===== config.mk =====
export PLATFORM = sky130hd
export DESIGN_NAME = pwr_dom_ctl
export DESIGN_NICKNAME = d
export VERILOG_FILES = /design/src/rtl/pwr_dom_pkg.sv /design/src/rtl/pwr_dom_seq.sv /design/src/rtl/pwr_dom_regs.sv /design/src/rtl/pwr_dom_ctl.sv
export SDC_FILE = /design/constraint.sdc
export NUM_CORES = 1
export LEC_CHECK = 0
export BUFFER_PORTS_ARGS = -buffer_cell sky130_fd_sc_hd__buf_2
export CORE_MARGIN = 5
export CORE_UTILIZATION = 38
export DETAILED_ROUTE_END_ITERATION = 6
export HOLD_SLACK_MARGIN = 0.12
export PLACE_DENSITY_LB_ADDON = 0.25
export SYNTH_ARGS = -nofsm -noshare
export SYNTH_HDL_FRONTEND = slang
export SYNTH_SLANG_ARGS = --single-unit

===== constraint.sdc =====
create_clock -name clk -period 2.54 [get_ports clk]
set_clock_uncertainty 0.2 [all_clocks]
set_input_delay 0.508 -clock clk [delete_from_list [all_inputs] [get_ports clk]]
set_output_delay 0.508 -clock clk [all_outputs]
set_load 0.005 [all_outputs]

===== src/rtl/pwr_dom_pkg.sv =====
package pwr_dom_pkg;
  typedef enum logic [1:0] {
    SEQ_ON   = 2'd0,
    SEQ_DOWN = 2'd1,
    SEQ_OFF  = 2'd2,
    SEQ_UP   = 2'd3
  } seqState_e;

  // strobes from the sequencer to the register datapath
  typedef struct packed {
    logic enterOff;
    logic enterOn;
    logic lpClr;
    logic busy;
  } seqStrb_t;

  localparam logic [1:0] PWR_OFF = 2'b00;
  localparam logic [1:0] PWR_ON  = 2'b11;

  localparam logic [7:0] OFS_CTL = 8'h00;
  localparam logic [7:0] OFS_STA = 8'h04;
  localparam logic [7:0] OFS_CTX = 8'h24;

  localparam int CTL_LP_BIT   = 8;
  localparam int CTL_ONST_LSB = 12;
  localparam int STA_LOGIC    = 2;
  localparam int STA_BUSY     = 4;
  localparam int STA_BANK_LSB = 8;
  localparam int STA_LAST_LSB = 16;
  localparam int CTX_BANK_LSB = 1;
endpackage


===== src/rtl/pwr_dom_seq.sv =====
module pwr_dom_seq
  import pwr_dom_pkg::*;
(
  input  logic       clk,
  input  logic       coldRstN,
  input  logic       sleepReq,
  input  logic       wakeReq,
  input  logic       swAck,
  input  logic [1:0] target,
  input  logic       lpPend,
  output logic       swOnReq,
  output seqStrb_t   strb
);
  seqState_e state, stateNxt;
  logic sleepQ;
  logic sleepRise;
  logic goDown;

  assign sleepRise = sleepReq & ~sleepQ;
  assign goDown = (target == PWR_OFF) && (sleepRise || (sleepReq && lpPend));

  always_comb begin
    stateNxt = state;
    strb = '0;
    unique case (state)
      SEQ_ON: begin
        if (goDown) stateNxt = SEQ_DOWN;
        strb.lpClr = ~sleepReq;
      end
      SEQ_DOWN: begin
        strb.busy = 1'b1;
        if (!swAck) begin
          stateNxt = SEQ_OFF;
          strb.enterOff = 1'b1;
          strb.lpClr = 1'b1;
        end
      end
      SEQ_OFF: begin
        if (wakeReq) stateNxt = SEQ_UP;
      end
      SEQ_UP: begin
        strb.busy = 1'b1;
        if (swAck) begin
          stateNxt = SEQ_ON;
          strb.enterOn = 1'b1;
        end
      end
      default: stateNxt = SEQ_ON;
    endcase
  end

  assign swOnReq = (state == SEQ_ON) || (state == SEQ_UP);

  always_ff @(posedge clk or negedge coldRstN) begin
    if (!coldRstN) begin
      state  <= SEQ_ON;
      sleepQ <= 1'b0;
    end else begin
      state  <= stateNxt;
      sleepQ <= sleepReq;
    end
  end
endmodule


===== src/rtl/pwr_dom_regs.sv =====
module pwr_dom_regs
  import pwr_dom_pkg::*;
#(
  parameter int NUM_BANKS = 3,
  parameter int ADDR_W    = 8,
  parameter int DATA_W    = 32
) (
  input  logic                   clk,
  input  logic                   coldRstN,
  input  logic                   warmRstN,
  input  logic                   regWrEn,
  input  logic [ADDR_W-1:0]      regAddr,
  input  logic [DATA_W-1:0]      regWrData,
  input  seqStrb_t               strb,
  output logic [DATA_W-1:0]      regRdData,
  output logic [1:0]             target,
  output logic                   lpPend,
  output logic [1:0]             pwrStat,
  output logic [2*NUM_BANKS-1:0] bankStat,
  output logic [NUM_BANKS:0]     ctxLost,
  output logic [1:0]             lastState
);
  localparam int BANK_W = 2 * NUM_BANKS;
  localparam int CTX_W  = NUM_BANKS + 1;

  logic ctlRstN;
  logic wrCtl, wrSta, wrCtx;
  logic logicOn;
  logic [DATA_W-1:0] ctlWord, staWord, ctxWord;

  assign ctlRstN = coldRstN & warmRstN;
  assign wrCtl = regWrEn && (regAddr == ADDR_W'(OFS_CTL));
  assign wrSta = regWrEn && (regAddr == ADDR_W'(OFS_STA));
  assign wrCtx = regWrEn && (regAddr == ADDR_W'(OFS_CTX));

  // control register: cold or warm reset
  always_ff @(posedge clk or negedge ctlRstN) begin
    if (!ctlRstN) begin
      target <= PWR_ON;
      lpPend <= 1'b0;
    end else if (wrCtl) begin
      target <= regWrData[1:0];
      lpPend <= regWrData[CTL_LP_BIT];
    end else if (strb.lpClr) begin
      lpPend <= 1'b0;
    end
  end

  // status and context: cold reset only
  always_ff @(posedge clk or negedge coldRstN) begin
    if (!coldRstN) begin
      pwrStat   <= PWR_ON;
      logicOn   <= 1'b1;
      bankStat  <= '1;
      lastState <= PWR_OFF;
      ctxLost   <= '1;
    end else if (strb.enterOff) begin
      pwrStat   <= PWR_OFF;
      logicOn   <= 1'b0;
      bankStat  <= '0;
      lastState <= PWR_OFF;
      ctxLost   <= '1;
    end else begin
      if (strb.enterOn) begin
        pwrStat  <= PWR_ON;
        logicOn  <= 1'b1;
        bankStat <= '1;
      end
      if (wrSta && regWrData[STA_LAST_LSB +: 2] == PWR_ON) lastState <= PWR_ON;
      if (wrCtx) ctxLost <= ctxLost & ~regWrData[CTX_W-1:0];
    end
  end

  always_comb begin
    ctlWord = '0;
    ctlWord[1:0] = target;
    ctlWord[CTL_LP_BIT] = lpPend;
    ctlWord[CTL_ONST_LSB +: BANK_W] = '1;

    staWord = '0;
    staWord[1:0] = pwrStat;
    staWord[STA_LOGIC] = logicOn;
    staWord[STA_BUSY] = strb.busy;
    staWord[STA_BANK_LSB +: BANK_W] = bankStat;
    staWord[STA_LAST_LSB +: 2] = lastState;

    ctxWord = '0;
    ctxWord[CTX_W-1:0] = ctxLost;
  end

  always_comb begin
    unique case (regAddr)
      ADDR_W'(OFS_CTL): regRdData = ctlWord;
      ADDR_W'(OFS_STA): regRdData = staWord;
      ADDR_W'(OFS_CTX): regRdData = ctxWord;
      default:          regRdData = '0;
    endcase
  end
endmodule


===== src/rtl/pwr_dom_ctl.sv =====
module pwr_dom_ctl
  import pwr_dom_pkg::*;
#(
  parameter int NUM_BANKS = 3,
  parameter int ADDR_W    = 8,
  parameter int DATA_W    = 32
) (
  input  logic              clk,
  input  logic              coldRstN,
  input  logic              warmRstN,
  input  logic              regWrEn,
  input  logic [ADDR_W-1:0] regAddr,
  input  logic [DATA_W-1:0] regWrData,
  output logic [DATA_W-1:0] regRdData,
  input  logic              sleepReq,
  input  logic              wakeReq,
  output logic              swOnReq,
  input  logic              swAck
);
  seqStrb_t strb;
  logic [1:0] target;
  logic lpPend;
  logic [1:0] pwrStat;
  logic [2*NUM_BANKS-1:0] bankStat;
  logic [NUM_BANKS:0] ctxLost;
  logic [1:0] lastState;

  pwr_dom_seq u_seq (
    .clk      (clk),
    .coldRstN (coldRstN),
    .sleepReq (sleepReq),
    .wakeReq  (wakeReq),
    .swAck    (swAck),
    .target   (target),
    .lpPend   (lpPend),
    .swOnReq  (swOnReq),
    .strb     (strb)
  );

  pwr_dom_regs #(
    .NUM_BANKS (NUM_BANKS),
    .ADDR_W    (ADDR_W),
    .DATA_W    (DATA_W)
  ) u_regs (
    .clk       (clk),
    .coldRstN  (coldRstN),
    .warmRstN  (warmRstN),
    .regWrEn   (regWrEn),
    .regAddr   (regAddr),
    .regWrData (regWrData),
    .strb      (strb),
    .regRdData (regRdData),
    .target    (target),
    .lpPend    (lpPend),
    .pwrStat   (pwrStat),
    .bankStat  (bankStat),
    .ctxLost   (ctxLost),
    .lastState (lastState)
  );
endmodule


Yosys cells after proc, flatten, opt, wreduce, memory -nomap -nowiden
Index checks and enable logic that the tools add are counted.
Word-level totals
  flip-flop bits (word level): 21
  input port bits: 47
  output and inout port bits: 33
  word-level logic and storage cells: 66
Cells by class
  equal/unequal tests: 10
  multiplexer cells: 24
  bitwise operators: 6
  reductions and logical operators: 17
Operators with widths (number)
  one-hot mux 18 bit (3 select lines): 1
  2-to-1 mux 2 bit: 8
  2-to-1 mux 6 bit: 2
  2-to-1 mux 1 bit: 9
  == test 8 x 3 -> 1 bit, second input constant: 1
  == test 8 x 6 -> 1 bit, second input constant: 1
  zero test 8 bit: 1
  2-to-1 mux 4 bit: 2
  one-hot mux 2 bit (4 select lines): 1
  nonzero test 2 bit: 4
  == test 2 bit, second input constant: 3
  logical AND 1 bit: 6
  inequality test 2 bit, second input constant: 3
  bitwise AND 4 bit: 1
  zero test 2 bit: 2
  inverter 4 bit: 1
  AND reduction 4 bit: 1
  bitwise AND 1 bit: 2
  == test 2 x 1 -> 1 bit, second input constant: 1
  logical OR 1 bit: 2
  inequality test 2 x 1 -> 1 bit, second input constant: 1
  inverter 1 bit: 2
  one-hot mux 1 bit (2 select lines): 1
  OR reduction 2 bit: 1

Depth between registers and ports, before layout
  depth in word-level cells: 6
  mapped depth: 6
  mapped depth without buffers: 6

Cells and area by module
A second synthesis with hierarchy kept.
Second synthesis, totals
  cells, all modules: 104
  area total of the unflattened synthesis: 1017.2 um^2
Modules (own cells, without submodules)
  pwr_dom_regs: times used 1, cells an instance 77, area each 778.2 um^2, seq. area each 234.0 um^2
  pwr_dom_seq: times used 1, cells an instance 27, area each 239.0 um^2, seq. area each 75.1 um^2

Least setup slack after synthesis
No wires, ideal clock.
  path type: input-to-output
  start point: input port regAddr[4]
  end point: output port regRdData[13]
  data arrival time: 1.656 ns
  data required time: 1.832 ns
  slack: 0.176 ns
  cell stages on the path: 5
  buffers on the path: 1
  cell sequence: or4_4 nor3_1 nand2b_1 a21oi_1 buf_4
On the way
  cells in the longest elaborated chain, start to end: 2
  elaborated cells between the ends (all ways): 4
  classes of those cells: eq/ne: 2; mux: 1; reduce/logical: 1
RTL lines
  start, declared: RTL line pwr_dom_ctl.sv:12  | input logic [ADDR_W-1:0] regAddr,
  == test 8 x 6 -> 1 bit (tied with other cells): RTL line pwr_dom_regs.sv:92  | unique case (regAddr)
  one-hot mux 18 bit (3 select lines) *: RTL line pwr_dom_regs.sv:92
  end, declared: RTL line pwr_dom_ctl.sv:14  | output logic [DATA_W-1:0] regRdData,
Every way passes the cells marked *; elsewhere a longest branch is shown, timed or not.

Worst setup path after layout
  start point: input port regAddr[3]
  end point: output port regRdData[3]
The elaborated chain is that of the path after synthesis.

==> run_results.csv <==
group,metric,value,unit
logic_synthesis,synth-seq-cells,12,
clocking,clock-sinks,12,
hold_path,min_path_cells,1,
setup_path,crit_slowest_cell,"or4_4",
logic_synthesis,synth_top_family_by_area,"simple AND/OR/NAND/NOR gates",
setup_path,r2r_end,"u_seq.state[0]$_DFFE_PN0P_",
die,rows,18,
setup_path,crit_fanout,4,
cells_and_area,syn_to_final_growth,25.8,%
logic_synthesis,synthFlopType,"dfstp_2",
logic_synthesis,seq_area_frac_synth,33.0,%
clocking,clk_pin_slew,0.08,ns
power_and_ir_drop,p_leak,0.624,nW
setup_path,cp-start-kind,"input port",
timing,setup_viol,0,
clocking,clkLatencyLatePin,0.27,ns
placed_design,pre_cts_ws,-0.0335,ns
global_route,grt_usage,11.2,%
global_route,grt_max_degree,14,
timing,worst_slack,0.0202,ns
drt,wl_per_cell,11.5,um
setup_path,r2r_start,"u_seq.state[1]$_DFFE_PN0P_",
die,dieArea,3560,um^2
power_and_ir_drop,vdd_drop_max,0.000395,V
cells_and_area,layout_common_cells,"36 x buf_2, 17 x conb_1, 11 x nor2_1",
placed_design,dp.cells,169,
logic_synthesis,syn_inst,108,
logic_synthesis,syn-cell-area,937,um^2
cells_and_area,final_common_cell,"buf_2",
timing,finalHoldViolations,0,
timing,fin_hold_ws,0.166,ns
setup_path,rr_worst_depth,5,
cells_and_area,nets,200,
die,coreArea,2410,um^2
logic_synthesis,synth_cell_type_count,29,
placed_design,port_buffers,37,
cells_and_area,antenna_cells,0,
setup_path,max_stage_delay,0.57,ns
drt,routed_wl,2040,um
logic_synthesis,synth_edf_count,0,
die,die_h,59.7,um
cells_and_area,final_cells,177,
power_and_ir_drop,p_total,0.659,mW
drt,drc,0,
hold_path,min_from,"sleepReq",
timing,rsz0062_at_grt,"true",
logic_synthesis,synthAdderAreaFrac,6.68,%
drt,routed_via_density,4.64,
global_route,grt_pass1_vias,722,
clocking,root_buffer,"clkbuf_4",
logic_synthesis,avgSynthCellArea,8.68,um^2
setup_path,cp.arrival,1.81,ns
drt,drtAntennaViolNets,0,
die,ios,80,
setup_path,required,1.83,ns
hold_path,holdPathEnd,"u_seq.sleepQ$_DFF_PN0_",
setup_path,crit_type,"input port to output port",
logic_synthesis,muxShareOfSynthArea,5.74,%
logic_synthesis,synth-warning-count,0,
cells_and_area,drive_above_1_share,44.9,%
timing,fin_crit_sh,99.2,%
job,cap_violations,0,
drt,drtIter0Drc,21,
global_route,grt_antenna_before_repair,0,
power_and_ir_drop,cellPowerDensity,559,nW/um^2
drt,drtPass1Iterations,4,
clocking,h-tree-depth,1,
timing,clock.fmax,397,MHz
placed_design,gp_congestion,0.732,
logic_synthesis,synth_xor_area_share,0,%
die,start_util,38.9,%
setup_path,rrSetupSlack,0.84,ns
global_route,grt_pass1_wl,3050,um
global_route,overflow,0,
clocking,cts_buffers,3,
die,die-width,59.7,um
timing,period_needed,2.52,ns
setup_path,path_cells,"buf_6 > or4_4 > or3_4 > nor3_2 > buf_2",
clocking,clockBufferDepth,2,
run_status,status,"finished, final reports clean",
drt,vias,822,
logic_synthesis,synth_compound_area_share,10.1,%
clocking,cts_tree,"built",
setup_path,cp-end-kind,"output port",
logic_synthesis,yosys.area_share.simple,22.4,%
timing,slew_viol_final,0,
hold_path,hold_path_class,"input port to flip-flop",
logic_synthesis,synthArstFlopShare,100,%
placed_design,dp_hpwl,1700,um
## how the worst max path moves through the flow
stage                from       endpoint  slack (ns)  depth (start not counted)
2_1_floorplan  regAddr[4]  regRdData[13]        0.18                          5
3_3_place_gp   regAddr[4]  regRdData[10]      -0.007                          6
3_5_place_dp   regAddr[4]   regRdData[9]       -0.03                          6
4_1_cts        regAddr[4]   regRdData[3]       -0.02                          5
5_1_grt        regAddr[3]   regRdData[3]       -0.01                          5
6_report       regAddr[3]   regRdData[3]        0.02                          5
## layout make-up
cell class                 instances  area, um^2
tap                               30        37.5
sequential                        12         309
multi-input combinational         80         534
clock buffer                       4        26.3
timing repair buffer              43         241
fill                             261        1230
inverter                           8        30.0
## through the flow
step | cell area [um^2] | setup TNS [ns] | utilization, %
floorplan | 997 | 0 | -
global placement | 1060 | -0.0183 | 44.1
detailed placement | 1060 | -0.138 | 44.1
CTS | 1120 | -0.0241 | 46.7
global route | 1180 | -0.0249 | 48.9
finish | 1180 | 0 | 48.9
## where the power goes
group	switching, mW	internal (mW)
Combinational	0.157	0.119
Clock	0.0646	0.0607
Sequential	0.0232	0.234
Total	0.245	0.414
## metal layers
layer	vias up	wire length, um	global-route usage, %
li1	402	-	-
met2	48	908	17.7
met4	0	13	4.75
met1	370	847	14.8
met3	2	266	2.16
met5	-	0	0
## Yosys cell counts (2+ instances only)
library cell | count | area [um^2]
nor2_1 | 12 | 45.0
dfrtp_1 | 5 | 125
a31oi_1 | 2 | 12.5
a21oi_1 | 9 | 45.0
buf_4 | 22 | 165
inv_1 | 8 | 30.0
mux2_2 | 3 | 33.8
nand2_1 | 5 | 18.8
nor2b_1 | 3 | 18.8
nand2b_1 | 5 | 31.3
clkbuf_1 | 2 | 7.51
nor3_1 | 2 | 10.0
o21ai_0 | 3 | 15.0
mux2i_1 | 2 | 20.0
ha_1 | 5 | 62.6
dfstp_2 | 7 | 184
## flip-flops by register name (all words and copies together), names as in the netlist
name,cells
u_regs.pwrStat,1
u_regs.target,2
u_seq.sleepQ,1
u_regs.ctxLost,4
u_regs.lastState,1
u_seq.state,2
u_regs.lpPend,1
## logic make-up after synthesis
group,count (synthesis)
AOI/OAI and AO/OA,17
adders and majority gates,5
buffers and inverters,32
DFF,12
muxes,5
other,1
and+or+nand+nor,36
## worst max-delay path: cells and delay by family
kind | cells | cell delay [ns]
buf+inv | 2 | 0.22
simple gates | 3 | 1.09
## repair_timing
action	4_1_cts	5_1_grt
hold endpoints to repair	6	0
pin swaps	0	4
setup buffers	0	2
hold buffers	2	0
endpoints found under the setup margin	5	9
gates resized for setup	3	8
(Power assumes the default switching activity.)
